$ cat config.mk
export PLATFORM = sky130hd
export DESIGN_NAME = csio_unit
export DESIGN_NICKNAME = d
export VERILOG_FILES = /design/src/rtl/csio_pkg.sv /design/src/rtl/csio_clkgen.sv /design/src/rtl/csio_tx.sv /design/src/rtl/csio_rx.sv /design/src/rtl/csio_unit.sv
export SDC_FILE = /design/constraint.sdc
export NUM_CORES = 1
export LEC_CHECK = 0
export BUFFER_PORTS_ARGS = -buffer_cell sky130_fd_sc_hd__buf_4
export CORE_MARGIN = 4
export CORE_UTILIZATION = 55
export DETAILED_ROUTE_END_ITERATION = 16
export GPL_ROUTABILITY_DRIVEN = 0
export PLACE_DENSITY_LB_ADDON = 0.12
export SETUP_SLACK_MARGIN = 0.4
export SYNTH_ARGS = -nofsm -noshare
export SYNTH_HDL_FRONTEND = slang
export SYNTH_SLANG_ARGS = --single-unit
export TNS_END_PERCENT = 1
$ cat constraint.sdc
create_clock -name clk -period 2.77 [get_ports clk]
set_input_delay 0.1385 -clock clk [delete_from_list [all_inputs] [get_ports clk]]
set_output_delay 0.1385 -clock clk [all_outputs]
set_load 0.01 [all_outputs]
$ cat src/rtl/csio_pkg.sv
package csio_pkg;
  typedef enum logic {
    TXI_ON_LOAD = 1'b0,
    TXI_ON_DONE = 1'b1
  } txi_src_e;

  localparam logic LINE_IDLE = 1'b1;
endpackage

$ cat src/rtl/csio_clkgen.sv
module csio_clkgen #(
  parameter int DIV_W       = 8,
  parameter int SYNC_STAGES = 2
) (
  input  logic             clk,
  input  logic             rst_n,
  input  logic             run,
  input  logic             ext_sel,
  input  logic             pol,
  input  logic [DIV_W-1:0] div_val,
  input  logic             sclk_in,
  output logic             launch_ev,
  output logic             sample_ev,
  output logic             sclk_out
);
  logic [DIV_W-1:0]       div_cnt_q;
  logic                   sclk_q;
  logic [SYNC_STAGES-1:0] sync_q;
  logic                   ext_prev_q;
  logic                   tick;
  logic                   ext_lvl;
  logic                   ext_edge;

  // half period of n+1 system clocks
  function automatic logic half_done(input logic [DIV_W-1:0] cnt,
                                     input logic [DIV_W-1:0] n);
    return cnt == n;
  endfunction

  assign tick     = run && !ext_sel && half_done(div_cnt_q, div_val);
  assign ext_lvl  = sync_q[SYNC_STAGES-1];
  assign ext_edge = ext_lvl != ext_prev_q;

  always_ff @(posedge clk or negedge rst_n) begin
    if (!rst_n) begin
      div_cnt_q  <= '0;
      sclk_q     <= 1'b1;
      sync_q     <= '0;
      ext_prev_q <= 1'b0;
    end else begin
      sync_q[0] <= sclk_in;
      for (int i = 1; i < SYNC_STAGES; i++) sync_q[i] <= sync_q[i-1];
      ext_prev_q <= ext_lvl;
      if (!run || ext_sel || tick) div_cnt_q <= '0;
      else                         div_cnt_q <= div_cnt_q + 1'b1;
      if (!run)      sclk_q <= ~pol;
      else if (tick) sclk_q <= ~sclk_q;
    end
  end

  // launch edge moves the clock to the pol level
  assign launch_ev = (tick && (sclk_q != pol)) ||
                     (run && ext_sel && ext_edge && (ext_lvl == pol));
  assign sample_ev = (tick && (sclk_q == pol)) ||
                     (run && ext_sel && ext_edge && (ext_lvl != pol));
  assign sclk_out  = sclk_q;
endmodule

$ cat src/rtl/csio_tx.sv
module csio_tx
  import csio_pkg::*;
#(
  parameter int FRAME_W = 8
) (
  input  logic               clk,
  input  logic               rst_n,
  input  logic               wr_stb,
  input  logic [FRAME_W-1:0] wr_data,
  input  logic               start_ev,
  input  logic               load_buf,
  input  logic               launch_ev,
  input  logic               frame_done,
  input  logic               msb_first,
  input  logic               invert,
  output logic               tx_empty,
  output logic               sdata_out
);
  localparam int IDX_W = $clog2(FRAME_W);

  logic [FRAME_W-1:0] hold_q;
  logic [FRAME_W-1:0] shf_q;
  logic [IDX_W-1:0]   idx_q;
  logic               empty_q;
  logic               sdo_q;

  function automatic logic pick_bit(input logic [FRAME_W-1:0] d,
                                    input logic [IDX_W-1:0]   idx,
                                    input logic               msb);
    int pos;
    pos = msb ? (FRAME_W - 1 - int'(idx)) : int'(idx);
    return d[pos];
  endfunction

  always_ff @(posedge clk or negedge rst_n) begin
    if (!rst_n) begin
      hold_q  <= '0;
      shf_q   <= '1;
      idx_q   <= '0;
      empty_q <= 1'b1;
      sdo_q   <= LINE_IDLE;
    end else begin
      if (start_ev) begin
        shf_q <= load_buf ? hold_q : '1;
        idx_q <= '0;
      end
      if (wr_stb) begin
        hold_q  <= wr_data;
        empty_q <= 1'b0;
      end else if (start_ev && load_buf) begin
        empty_q <= 1'b1;
      end
      if (launch_ev) begin
        sdo_q <= pick_bit(shf_q, idx_q, msb_first) ^ invert;
        idx_q <= idx_q + 1'b1;
      end else if (frame_done) begin
        sdo_q <= LINE_IDLE;
      end
    end
  end

  assign tx_empty  = empty_q;
  assign sdata_out = sdo_q;
endmodule

$ cat src/rtl/csio_rx.sv
module csio_rx #(
  parameter int FRAME_W = 8
) (
  input  logic               clk,
  input  logic               rst_n,
  input  logic               start_ev,
  input  logic               rx_take,
  input  logic               sample_ev,
  input  logic               ovr_point,
  input  logic               frame_done,
  input  logic               rd_stb,
  input  logic               sdata_in,
  input  logic               msb_first,
  input  logic               invert,
  output logic [FRAME_W-1:0] rx_buf,
  output logic               rx_full,
  output logic               overrun,
  output logic               rx_irq
);
  logic [FRAME_W-1:0] shf_q;
  logic [FRAME_W-1:0] buf_q;
  logic [FRAME_W-1:0] shf_next;
  logic               act_q;
  logic               ovf_q;
  logic               full_q;
  logic               ovr_q;
  logic               irq_q;
  logic               ovr_hit;
  logic               load;

  function automatic logic [FRAME_W-1:0] shift_in(input logic [FRAME_W-1:0] sr,
                                                  input logic               b,
                                                  input logic               msb);
    return msb ? {sr[FRAME_W-2:0], b} : {b, sr[FRAME_W-1:1]};
  endfunction

  assign shf_next = shift_in(shf_q, sdata_in ^ invert, msb_first);
  assign ovr_hit  = ovr_point && act_q && full_q && !rd_stb;
  assign load     = frame_done && act_q && !ovf_q;

  always_ff @(posedge clk or negedge rst_n) begin
    if (!rst_n) begin
      shf_q  <= '0;
      buf_q  <= '0;
      act_q  <= 1'b0;
      ovf_q  <= 1'b0;
      full_q <= 1'b0;
      ovr_q  <= 1'b0;
      irq_q  <= 1'b0;
    end else begin
      if (start_ev) begin
        act_q <= rx_take;
        ovf_q <= 1'b0;
      end else begin
        if (frame_done) act_q <= 1'b0;
        if (ovr_hit)    ovf_q <= 1'b1;
      end
      if (sample_ev && act_q) shf_q <= shf_next;
      irq_q <= load;
      if (load) begin
        buf_q  <= shf_next;
        full_q <= 1'b1;
      end else if (rd_stb) begin
        full_q <= 1'b0;
      end
      if (ovr_hit)     ovr_q <= 1'b1;
      else if (rd_stb) ovr_q <= 1'b0;
    end
  end

  assign rx_buf  = buf_q;
  assign rx_full = full_q;
  assign overrun = ovr_q;
  assign rx_irq  = irq_q;
endmodule

$ cat src/rtl/csio_unit.sv
module csio_unit
  import csio_pkg::*;
#(
  parameter int FRAME_W     = 8,
  parameter int DIV_W       = 8,
  parameter int SYNC_STAGES = 2
) (
  input  logic               clk,
  input  logic               rst_n,
  input  logic               tx_en,
  input  logic               rx_en,
  input  logic               clk_ext_sel,
  input  logic               clk_pol,
  input  logic               msb_first,
  input  logic               data_inv,
  input  logic               cts_en,
  input  logic               cont_rx,
  input  logic               tx_irq_sel,
  input  logic [DIV_W-1:0]   div_val,
  input  logic               wr_stb,
  input  logic [FRAME_W-1:0] wr_data,
  input  logic               rd_stb,
  output logic [FRAME_W-1:0] rd_data,
  output logic               tx_empty,
  output logic               rx_full,
  output logic               overrun,
  output logic               tx_irq,
  output logic               rx_irq,
  input  logic               sclk_in,
  output logic               sclk_out,
  output logic               sclk_oe,
  input  logic               sdata_in,
  output logic               sdata_out,
  input  logic               cts_n,
  output logic               rts_n
);
  localparam int CNT_W = $clog2(FRAME_W) + 1;

  logic             frame_busy;
  logic [CNT_W-1:0] samp_cnt_q;
  logic             tx_loaded_q;
  logic             cont_arm_q;
  logic             tx_irq_q;
  logic             cts_ok;
  logic             can_tx;
  logic             can_cont;
  logic             start_ev;
  logic             launch_ev;
  logic             sample_ev;
  logic             frame_done;
  logic             ovr_point;
  txi_src_e         txi_src;

  assign txi_src    = txi_src_e'(tx_irq_sel);
  assign cts_ok     = !cts_en || !cts_n;
  assign can_tx     = tx_en && !tx_empty && cts_ok;
  assign can_cont   = tx_en && rx_en && cont_rx && cont_arm_q && cts_ok;
  assign start_ev   = !frame_busy && (can_tx || can_cont);
  assign frame_done = sample_ev && (samp_cnt_q == CNT_W'(FRAME_W - 1));
  assign ovr_point  = sample_ev && (samp_cnt_q == CNT_W'(FRAME_W - 2));

  always_ff @(posedge clk or negedge rst_n) begin
    if (!rst_n) begin
      frame_busy  <= 1'b0;
      samp_cnt_q  <= '0;
      tx_loaded_q <= 1'b0;
      cont_arm_q  <= 1'b0;
      tx_irq_q    <= 1'b0;
    end else begin
      if (start_ev) begin
        frame_busy  <= 1'b1;
        samp_cnt_q  <= '0;
        tx_loaded_q <= can_tx;
      end else begin
        if (frame_done) frame_busy <= 1'b0;
        if (sample_ev)  samp_cnt_q <= samp_cnt_q + 1'b1;
      end
      if (!cont_rx || start_ev)           cont_arm_q <= 1'b0;
      else if (rd_stb && rx_full)         cont_arm_q <= 1'b1;
      tx_irq_q <= (start_ev && can_tx && txi_src == TXI_ON_LOAD) ||
                  (frame_done && tx_loaded_q && txi_src == TXI_ON_DONE);
    end
  end

  csio_clkgen #(.DIV_W(DIV_W), .SYNC_STAGES(SYNC_STAGES)) u_clkgen (
    .clk       (clk),
    .rst_n     (rst_n),
    .run       (frame_busy),
    .ext_sel   (clk_ext_sel),
    .pol       (clk_pol),
    .div_val   (div_val),
    .sclk_in   (sclk_in),
    .launch_ev (launch_ev),
    .sample_ev (sample_ev),
    .sclk_out  (sclk_out)
  );

  csio_tx #(.FRAME_W(FRAME_W)) u_tx (
    .clk        (clk),
    .rst_n      (rst_n),
    .wr_stb     (wr_stb),
    .wr_data    (wr_data),
    .start_ev   (start_ev),
    .load_buf   (can_tx),
    .launch_ev  (launch_ev),
    .frame_done (frame_done),
    .msb_first  (msb_first),
    .invert     (data_inv),
    .tx_empty   (tx_empty),
    .sdata_out  (sdata_out)
  );

  csio_rx #(.FRAME_W(FRAME_W)) u_rx (
    .clk        (clk),
    .rst_n      (rst_n),
    .start_ev   (start_ev),
    .rx_take    (rx_en),
    .sample_ev  (sample_ev),
    .ovr_point  (ovr_point),
    .frame_done (frame_done),
    .rd_stb     (rd_stb),
    .sdata_in   (sdata_in),
    .msb_first  (msb_first),
    .invert     (data_inv),
    .rx_buf     (rd_data),
    .rx_full    (rx_full),
    .overrun    (overrun),
    .rx_irq     (rx_irq)
  );

  assign tx_irq  = tx_irq_q;
  assign sclk_oe = !clk_ext_sel;
  assign rts_n   = !(rx_en && !rx_full);
endmodule

### Word-level counts from Yosys, hierarchy flattened

Index checks and enable logic that the tools add are counted.

| word-level totals | value |
|---|---|
| memory bits (writable) | 0 |
| bits in registers | 62 |
| output and inout port bits | 17 |
| bits of input ports | 32 |
| memories kept | 0 |
| memory bits (read-only) | 0 |
| bits in latches | 0 |
| logic and storage cells | 123 |

| cells by class | value |
|---|---|
| bitwise operators | 5 |
| shift-type cells | 0 |
| div/mod/pow operators | 0 |
| $add $sub $neg | 4 |
| $lt $le $gt $ge | 1 |
| muxes and demuxes | 27 |
| reductions and logical operators | 56 |
| eq/ne operators | 9 |
| multiply operators | 0 |

Operator list:

| cell | count |
|---|---|
| 32-bit by 5-bit < comparator with 1-bit output (second input constant) | 1 |
| 32-bit two-way mux | 1 |
| 1-bit logical AND | 29 |
| 8-bit two-way mux | 3 |
| 1-bit two-way mux | 18 |
| 2-bit nonzero test | 9 |
| 1-bit zero test | 10 |
| 8-bit by 1-bit adder with 8-bit output (second input constant) | 1 |
| 4-bit by 3-bit equality test with 1-bit output (second input constant) | 2 |
| 8-bit equality test | 1 |
| 1-bit logical OR | 8 |
| 4-bit two-way mux | 2 |
| 3-bit two-way mux | 2 |
| 4-bit by 1-bit adder with 4-bit output (second input constant) | 1 |
| 3-bit by 3-bit subtractor with 4-bit output (first input constant) | 1 |
| 3-bit by 1-bit adder with 3-bit output (second input constant) | 1 |
| 1-bit binary-select mux with 3-bit select | 1 |
| 1-bit != test | 3 |
| 1-bit NOT | 3 |
| 1-bit equality test | 2 |
| 2-bit by 1-bit != test with 1-bit output (second input constant) | 1 |
| 1-bit XOR | 2 |

### Depth between registers and ports, before layout

| logic depth | value |
|---|---|
| depth after elaboration | 11 |
| gate-level depth with buffers | 7 |
| mapped depth without buffers | 6 |

### Modules after synthesis

A second synthesis with hierarchy kept.

| second synthesis, totals | value |
|---|---|
| cells, all modules | 281 |
| area, all modules | 2982.9 um^2 |

Modules (own cells, without submodules):

| module | times used | cells an instance | sequential area each (um^2) | area each (um^2) |
|---|---|---|---|---|
| csio_tx | 1 | 102 | 538.0 | 1024.7 |
| csio_rx | 1 | 77 | 525.5 | 862.1 |
| csio_clkgen | 1 | 62 | 301.5 | 660.6 |
| csio_unit | 1 | 40 | 200.2 | 435.4 |

### Least setup slack after synthesis

OpenSTA, ideal clock, no wires.

| path | value |
|---|---|
| kind | register -> register |
| start point | register u_clkgen.div_cnt_q[3] |
| end point | register u_rx.buf_q[0], in the netlist u_rx.rx_buf[0] |
| data required time | 2645 ps |
| path buffers | 1 |
| setup time | 125 ps |
| path slack | 527 ps |
| stages on the path, launching flop included | 8 |
| arrival | 2117 ps |
| clock period less this slack | 2243 ps |
| cell sequence | dfrtp_1 xor2_1 nor4_4 and4_4 nor2_4 or4b_4 buf_6 mux2_4 |

| on the way | value |
|---|---|
| longest elaborated chain between the ends | 7 |

RTL lines:

| item | RTL line | source |
|---|---|---|
| from (decl) | csio_clkgen.sv:16 | `logic [DIV_W-1:0] div_cnt_q;` |
| from (signal assigned) | csio_clkgen.sv:45 | `else div_cnt_q <= div_cnt_q + 1'b1;` |
| 8-bit equality test | csio_clkgen.sv:27 | `return cnt == n;` |
| 1-bit logical AND | csio_clkgen.sv:30 | `assign tick = run && !ext_sel && half_done(div_cnt_q, div_val);` |
| 1-bit logical AND | csio_clkgen.sv:54 | `assign sample_ev = (tick && (sclk_q == pol)) \|\|` |
| 1-bit logical OR | csio_clkgen.sv:54 |  |
| 1-bit logical AND | csio_unit.sv:59 | `assign frame_done = sample_ev && (samp_cnt_q == CNT_W'(FRAME_W - 1));` |
| 1-bit logical AND (2 in series) | csio_rx.sv:39 | `assign load = frame_done && act_q && !ovf_q;` |
| to (signal assigned) | csio_rx.sv:61 | `buf_q <= shf_next;` |
| to (decl) | csio_rx.sv:21 | `logic [FRAME_W-1:0] buf_q;` |

Every way passes these cells.
A chain may end at the register's enable or synchronous reset.

### Final worst setup path

| path | value |
|---|---|
| start point | register u_clkgen.div_cnt_q[3] |
| end point | register u_rx.buf_q[1], in the netlist u_rx.rx_buf[1] |

The elaborated chain is that of the path after synthesis.

==> impl_metrics.yaml <==
cts:
  htreeDepth: 3
  clockBufferDepth: 2
  cts_root_buf: "clkbuf_8"
  clk_latency_ns: 0.34
  cts_tree: "built"
  cts_buffers: 9
  cts.sink_count: 62
  clkTransAtPathRegs_ns: 0.07
floorplanning:
  rows: 26
  die_h_um: 81.9
  die_x_um: 81.9
  initial_core_util_pct: 57.7
  io_pins: 49
  core_area_mm2: 0.00520
  die_area_mm2: 0.00671
flow_run:
  maxCapViolations: 0
route:
  wire_per_inst_um: 15.5
  ant_nets: 0
  vias: 2107
  drt_first_pass_iters: 4
  viasPerCell: 5.40
  drc: 0
  dr.first_iter.drc_count: 86
  drt_wl_total_um: 6050
sta:
  setup_tns_ns: 0
  report.final.setup_viol: 0
  hold_violations: 0
  slew_headroom_pct: 49.0
  fin_skew_ns: 0.0101
  fin_crit_sh_pct: 84.5
  worst_slack_ns: 0.429
  period_needed_ns: 2.34
  slew_viol_final: 0
  tightestPinTransition_ns: 0.765
  fmaxAchievable_mhz: 427
  rsz0062_at_grt: "yes"
worst_setup_path:
  end_kind: "register"
  r2r_slack_ns: 0.43
  worstPathRequired_ns: 2.99
  crit_path_max_fanout: 6
  reg2regPathDepth: 6
  worstSetupPathType: "register to register"
  worst_setup_path_start_kind: "register"
  worstReg2RegStart: "u_clkgen.div_cnt_q[3]"
  reg2reg_to: "u_rx.rx_buf[1]"
  crit_slowest_cell: "or4b_4"
  crit_chain: "xor2_2 > nor4_4 > and4_4 > nor2_4 > or4b_4 > mux2_4"
  cp.arrival_ns: 2.56
  max_stage_delay_ns: 0.61
synth:
  synthesis.nets: 288
  synth_top_flop_cell: "dfrtp_1"
  ys_seq_elements: 62
  synthTopCellsByArea: "dfrtp_1, dfstp_2, mux2_2"
  synth_top_area_share_pct: 42.5
  synth_top_cells_by_count: "dfrtp_1, mux2_2, nand2_1, nor2_1"
  ys_types: 50
  ys_seq_area_share_pct: 52.1
  yosysWarnings: 0
  syn_area_per_cell_um2: 11.9
  netlist_instances: 252
  synth.largest_area_cell: "dfrtp_1"
  synth_edf_count: 0
  netlist_area_mm2: 0.00300
  synthArstFlopShare_pct: 100
  synth.most_common_cell: "dfrtp_1"
global_route:
  grt_max_degree: 63
  grt-ovfl-total: 0
  grt.total_usage_pct: 19.8
  grt_pass1_wl_um: 9920
  grt_pass1_vias: 2126
  antenna_found_initial: 0
finish:
  design_area_mm2: 0.00376
  num_antenna_cells: 0
  drive_gt1_share_pct: 39.4
  area_growth_pct: 25.3
  filler_cell_count: 400
  nNetsFinal: 351
  final_util_pct: 72.3
power_and_ir_drop:
  p_leak_nw: 1.79
  finalPower_w: 0.00318
  cellPowerDensity_mw_per_mm2: 845
  irDropWorstVdd_mv: 0.427
placement:
  preCtsSetupSlack_ns: 0.396
  place_area_mm2: 0.00343
  io_buffers: 48
  place_hpwl_um: 4110
run_status:
  status: "finished, final reports clean"
min_path:
  hold_path_startpoint: "wr_stb"
  holdPathEnd: "u_tx.tx_empty"
  hold_depth: 2
  hold_class: "primary input to register"
[power breakdown]
group	leakage, nW	total [W]	internal (W)	switching (W)
combinational	0.900	0.000830	0.000460	0.000370
sequential	0.769	0.00142	0.00119	0.000233
clock	0.120	0.000926	0.000580	0.000347
total	1.79	0.00318	0.00223	0.000950
[layer usage]
metal,GRT usage [%],vias up,part of all wire [%]
met5,0,-,0
met4,10.1,0,2.5
met1,25.2,1023,45
met3,3.62,13,3.9
li1,-,1024,-
met2,32.1,47,49
[what timing repair did]
item,4_1_cts,5_1_grt
hold buffers,5,0
setup buffers,0,4
gates resized for setup,0,3
endpoints found under the hold margin,55,0
gates cloned,0,1
setup endpoints to repair,8,8
pin swaps,0,4
[final cells by class]
cell class | instances | area, um2 | share of cell area (%)
flip-flops and latches | 62 | 1570 | 41.6
multi-input cells | 175 | 1390 | 36.9
clock buffers | 13 | 169 | 4.49
well taps | 70 | 87.6 | 2.33
clock inverters | 3 | 65.1 | 1.73
inverters | 8 | 30.0 | 0.798
repair buffers | 59 | 455 | 12.1
[cells in the final DEF (no fill, tap or decap), drive strengths merged, types with 8 or more instances in the layout]
master / synthesis / layout
buf: 2 / 54
clkbuf: 6 / 13
dfrtp: 51 / 51
dfstp: 11 / 11
inv: 8 / 8
mux2: 30 / 30
mux2i: 9 / 9
nand2: 16 / 16
nand3: 10 / 10
nor2: 17 / 17
o21ai: 11 / 11
o22a: 8 / 8
xnor2: 8 / 8
xor2: 11 / 11
[sequential cells by signal (all words and copies together), names as in the netlist, 2 cells and up]
signal / flops
samp_cnt_q: 4
u_clkgen.div_cnt_q: 8
u_clkgen.sync_q: 2
u_rx.rx_buf: 8
u_rx.shf_q: 8
u_tx.hold_q: 8
u_tx.idx_q: 3
u_tx.shf_q: 8
[worst max-delay path by stage]
stage / from / end / slack [ns] / cells past startpoint
floorplan: u_clkgen.div_cnt_q[3] / u_rx.rx_buf[0] / 0.53 / 7
global placement: u_clkgen.div_cnt_q[0] / u_rx.rx_buf[6] / 0.44 / 6
detailed placement: u_clkgen.div_cnt_q[3] / u_rx.rx_buf[1] / 0.40 / 6
CTS: u_clkgen.div_cnt_q[3] / u_rx.rx_buf[1] / 0.39 / 6
global route: u_clkgen.div_cnt_q[3] / u_rx.rx_buf[0] / 0.33 / 6
finish: u_clkgen.div_cnt_q[3] / u_rx.rx_buf[1] / 0.43 / 6
[critical path: cells and delay by family, from the launching register on]
family / cells / cell delay (ns)
XOR/XNOR: 1 / 0.16
flip-flops: 1 / 0.44
multiplexers: 1 / 0.32
AND/OR/NAND/NOR: 4 / 1.30
[logic make-up (layout without fill, tap and decap cells)]
group,count (synthesis),after routing,share of synthesized area (%)
buffers and inverters,16,83,2.29
DFF,62,62,52.1
xor gates and xnor gates,19,19,5.54
muxes,39,39,15.3
adders and majority gates,4,4,1.67
and+or+nand+nor,70,71,13.4
AOI/OAI and AO/OA,42,42,9.71
[metrics by stage]
stage | std cells | hold slack, ns
2_1_floorplan | 252 | -0.157
3_3_place_gp | 364 | 0.249
3_5_place_dp | 364 | 0.249
4_1_cts | 385 | 0.0224
5_1_grt | 390 | 0.0267
6_report | 390 | 0.0290
(Power assumes the default switching activity.)
